$ cat src/rtl/piv_pkg.sv
package piv_pkg;

    typedef enum logic {
        ST_QUIET  = 1'b0,
        ST_RAISED = 1'b1
    } irq_state_e;

    localparam logic [1:0] ADDR_PEND = 2'd0;
    localparam logic [1:0] ADDR_MASK = 2'd1;
    localparam logic [1:0] ADDR_VEC  = 2'd2;

endpackage

$ cat src/rtl/piv_pending.sv
module piv_pending #(
    parameter int                 NUM_SRC   = 16,
    parameter logic [NUM_SRC-1:0] RSVD_BITS = '0
) (
    input  logic               clk,
    input  logic               rst_n,
    input  logic [NUM_SRC-1:0] evt_i,
    input  logic               pend_wr_i,
    input  logic               mask_wr_i,
    input  logic [NUM_SRC-1:0] wdata_i,
    input  logic [NUM_SRC-1:0] ack_i,
    output logic [NUM_SRC-1:0] pend_o,
    output logic [NUM_SRC-1:0] mask_o
);

    logic [NUM_SRC-1:0] pend_q, pend_d;
    logic [NUM_SRC-1:0] mask_q, mask_d;

    always_comb begin
        // Software load and acknowledge first; events are ORed last so they always win
        pend_d = pend_wr_i ? wdata_i : (pend_q & ~ack_i);
        pend_d = (pend_d | evt_i) & ~RSVD_BITS;
        mask_d = mask_wr_i ? (wdata_i & ~RSVD_BITS) : mask_q;
    end

    always_ff @(posedge clk) begin
        if (!rst_n) begin
            pend_q <= '0;
            mask_q <= '0;
        end else begin
            pend_q <= pend_d;
            mask_q <= mask_d;
        end
    end

    assign pend_o = pend_q;
    assign mask_o = mask_q;

endmodule

$ cat src/rtl/piv_encoder.sv
module piv_encoder #(
    parameter int NUM_SRC = 16,
    parameter int VEC_W   = $clog2(NUM_SRC + 1)
) (
    input  logic [NUM_SRC-1:0] req_i,
    output logic [NUM_SRC-1:0] win_o,
    output logic [VEC_W-1:0]   code_o
);

    // blocked[i] is set when any lower-numbered source requests
    logic [NUM_SRC:0] blocked;

    assign blocked[0] = 1'b0;

    for (genvar g = 0; g < NUM_SRC; g++) begin : g_chain
        assign blocked[g+1] = blocked[g] | req_i[g];
        assign win_o[g]     = req_i[g] & ~blocked[g];
    end

    always_comb begin
        code_o = '0;
        for (int i = 0; i < NUM_SRC; i++) begin
            if (win_o[i]) code_o = code_o | VEC_W'(i + 1);
        end
    end

endmodule

$ cat src/rtl/piv_irq_fsm.sv
module piv_irq_fsm
    import piv_pkg::*;
(
    input  logic clk,
    input  logic rst_n,
    input  logic any_live_i,
    output logic irq_o
);

    irq_state_e state_q, state_d;

    always_ff @(posedge clk) begin
        if (!rst_n) state_q <= ST_QUIET;
        else        state_q <= state_d;
    end

    always_comb begin
        state_d = state_q;
        unique case (state_q)
            ST_QUIET:  if (any_live_i)  state_d = ST_RAISED;  // raise
            ST_RAISED: if (!any_live_i) state_d = ST_QUIET;   // drop
            default:                    state_d = ST_QUIET;
        endcase
    end

    always_comb begin
        irq_o = (state_q == ST_RAISED);
    end

endmodule

$ cat src/rtl/prio_vec_irq.sv
module prio_vec_irq
    import piv_pkg::*;
#(
    parameter int                 NUM_SRC   = 16,
    parameter logic [NUM_SRC-1:0] RSVD_BITS = 16'hC03C,
    parameter int                 VEC_W     = $clog2(NUM_SRC + 1)
) (
    input  logic               clk,
    input  logic               rst_n,
    input  logic [NUM_SRC-1:0] evt_i,
    input  logic               reg_wr_i,
    input  logic               reg_rd_i,
    input  logic [1:0]         reg_addr_i,
    input  logic [NUM_SRC-1:0] reg_wdata_i,
    output logic [NUM_SRC-1:0] reg_rdata_o,
    output logic               irq_o
);

    logic [NUM_SRC-1:0] pend_q, mask_q, live, win, ack;
    logic [VEC_W-1:0]   code;
    logic               vec_rd;

    assign live   = pend_q & mask_q;
    assign vec_rd = reg_rd_i && (reg_addr_i == ADDR_VEC);
    assign ack    = vec_rd ? win : '0;

    piv_pending #(.NUM_SRC(NUM_SRC), .RSVD_BITS(RSVD_BITS)) u_pend (
        .clk       (clk),
        .rst_n     (rst_n),
        .evt_i     (evt_i),
        .pend_wr_i (reg_wr_i && (reg_addr_i == ADDR_PEND)),
        .mask_wr_i (reg_wr_i && (reg_addr_i == ADDR_MASK)),
        .wdata_i   (reg_wdata_i),
        .ack_i     (ack),
        .pend_o    (pend_q),
        .mask_o    (mask_q)
    );

    piv_encoder #(.NUM_SRC(NUM_SRC), .VEC_W(VEC_W)) u_enc (
        .req_i  (live),
        .win_o  (win),
        .code_o (code)
    );

    piv_irq_fsm u_fsm (
        .clk        (clk),
        .rst_n      (rst_n),
        .any_live_i (|live),
        .irq_o      (irq_o)
    );

    always_comb begin
        unique case (reg_addr_i)
            ADDR_PEND: reg_rdata_o = pend_q;
            ADDR_MASK: reg_rdata_o = mask_q;
            ADDR_VEC:  reg_rdata_o = NUM_SRC'(code);
            default:   reg_rdata_o = '0;
        endcase
    end

endmodule

$ cat config.mk
export PLATFORM = sky130hd
export DESIGN_NAME = prio_vec_irq
export DESIGN_NICKNAME = d
export VERILOG_FILES = /design/src/rtl/piv_pkg.sv /design/src/rtl/piv_pending.sv /design/src/rtl/piv_encoder.sv /design/src/rtl/piv_irq_fsm.sv /design/src/rtl/prio_vec_irq.sv
export SDC_FILE = /design/constraint.sdc
export NUM_CORES = 1
export LEC_CHECK = 0
export BUFFER_PORTS_ARGS = -buffer_cell sky130_fd_sc_hd__clkbuf_2
export CAP_MARGIN = 20
export CORE_MARGIN = 3
export CORE_UTILIZATION = 47
export DETAILED_ROUTE_END_ITERATION = 10
export PLACE_DENSITY = 0.76
export SETUP_SLACK_MARGIN = 0.15
export SYNTH_ARGS = -nofsm -noshare
export SYNTH_HDL_FRONTEND = slang
export SYNTH_HIERARCHICAL = 1
export SYNTH_SLANG_ARGS = --single-unit
$ cat constraint.sdc
create_clock -name clk -period 2 [get_ports clk]
set_input_delay 0.3 -clock clk [delete_from_list [all_inputs] [get_ports clk]]
set_output_delay 0.3 -clock clk [all_outputs]
set_load 0.01 [all_outputs]
==> impl_metrics.tcl <==
set metrics [dict create \
    drive_gt1_share_pct 38.04 \
    end_kind "output port" \
    grt_max_degree 22 \
    hold_buffers 0 \
    finish.utilization_pct 66.16 \
    cp_max_fo 2 \
    port_buffers 38 \
    finClkSkew_ns 0.001628 \
    fin_tns_setup_ns -1.084 \
    crit_chain "and2_4, nor4_4, nand3_2, or3_4, o221ai_2, mux2i_1, o21ai_1, buf_2" \
    place_inst 314 \
    slowest_stage "or3_4" \
    grt_overflow 0 \
    rsz0062_at_grt "true" \
    firstDrtPassIters 4 \
    wl_per_cell_um 13.34 \
    violations "setup timing" \
    gp_congestion 0.9391 \
    rrSetupSlack_ns 0.13 \
    cap_violations 0 \
    cts_tree "done" \
    die_h_um 66.59 \
    clock-root-buffer "clkbuf_8" \
    final_cells 322 \
    slowest_delay_ns 0.35 \
    clk_pin_slew_ns 0.08 \
    critPathBufInv 1 \
    pin_count 55 \
    nNetsFinal 315 \
    grt_pass1_wl_mm 7.169 \
    cts_num_sinks 21 \
    vdd_drop_max_uv 308.9 \
    cp-start-kind "flop" \
    wl_mm 4.297 \
    powerDensity_nw_per_um2 476.4 \
    die-width_um 66.59 \
    min_path_type "in -> reg" \
    cpLargestDelayFamily "simple AND/OR/NAND/NOR gates" \
    hold_slack_ns 0.2786 \
    vias 1658 \
    maxSlewViolCount 0 \
    antenna_found_initial 0 \
    arrival_ns 2.10 \
    post_synth.cell_area_avg_um2 8.063 \
    grt_usage_pct 20.48 \
    netlist_area_um2 1725 \
    fmax_mhz 416.5 \
    required_ns 1.70 \
    via_per_inst 5.149 \
    fin_crit_sh_pct 120.0 \
    grt_pass1_vias 1611 \
    clk_latency_ns 0.27 \
    outcome "complete, but fails checks" \
    yosysWarnings 6 \
    die_area_um2 4434 \
    min_period_ns 2.401 \
    final-hold-violation-count 0 \
    drc 0 \
    p_leak_nw 1.065 \
    setup_slack_ns -0.4008 \
    drt_iter0_markers 55 \
    start_util_pct 50.13 \
    finalSetupViolCount 4 \
    rows 21 \
    syn2layout_area_growth_pct 31.98 \
    dp_hpwl_mm 3.222 \
    core_area_um2 3442 \
    clockBufferDepth 2 \
    cts_buffers 3 \
    insertedDiodeCount 0 \
    place_ws_ns -0.1316 \
    crit_type "reg -> out" \
    htreeDepth 1 \
    syn_inst 214 \
    detail-route-antenna-nets 0 \
]
## worst register-to-register path, delay by kind of cell, from the launching register on
kind / cells / cell delay, ns
simple gates: 4 / 1.33
flops: 1 / 0.33
buf+inv: 1 / 0.11
## path summary, 6_finish.rpt
check | to | startpoint | cells past startpoint
setup / recovery | reg_rdata_o[1] | u_pend/mask_o[10] | 8
hold / removal | u_pend/pend_o[6] | evt_i[6] | 3
setup reg to reg | u_fsm/irq_o | u_pend/pend_o[8] | 5
hold reg to reg | u_pend/mask_o[12] | u_pend/mask_o[12] | 2
## layout by cell type (no fill, tap or decap), types with 9 or more instances in the layout
master / count
clkbuf_2: 35
buf_4: 27
mux2i_1: 26
nor2_1: 19
and2_1: 19
nor2b_1: 13
dfxtp_1: 13
conb_1: 12
a21oi_1: 11
or3b_1: 10
a21boi_1: 10
and2_4: 9
## what timing repair did
action | 4_1_cts | 5_1_grt
pin swaps | 9 | 12
setup buffers | 2 | 2
gates resized for setup | 13 | 15
endpoints found under the setup margin | 6 | 9
## power by group
part | internal (W) | switching [W]
sequential | 0.000444 | 0.0000129
combinational | 0.000175 | 0.000157
clock | 0.000141 | 0.000155
## state kept, by name, summed over array words and instances (netlist names)
signal / count
u_pend/mask_o: 10
u_pend/pend_o: 10
u_fsm/irq_o: 1
## final cells by class
class / instances / area (um2)
flip-flops and latches: 21 / 430.4
fillers: 306 / 1165
repair buffers: 71 / 469.2
clock inverters: 1 / 7.507
inverters: 4 / 15.01
well taps: 46 / 57.56
multi-input cells: 176 / 1256
clock buffers: 3 / 41.29
## metal layers
metal / GRT usage, % / share of wire (%) / up-vias
met1: 25.84 / 44 / 768
met4: 3.807 / 1.0 / 0
met3: 3.035 / 4.6 / 4
met5: 0 / 0 / -
li1: - / - / 848
met2: 36.76 / 51 / 38
## through the flow
step / total power [W] / cell area [um2]
after detailed placement: 0.0007574 / 2122
after global routing: 0.001150 / 2277
after global placement: 0.0007506 / 2122
after floorplan: 0.0006651 / 1793
after CTS: 0.001064 / 2223
final: 0.001085 / 2277
Note: power is estimated with default switching activity, not from simulation.
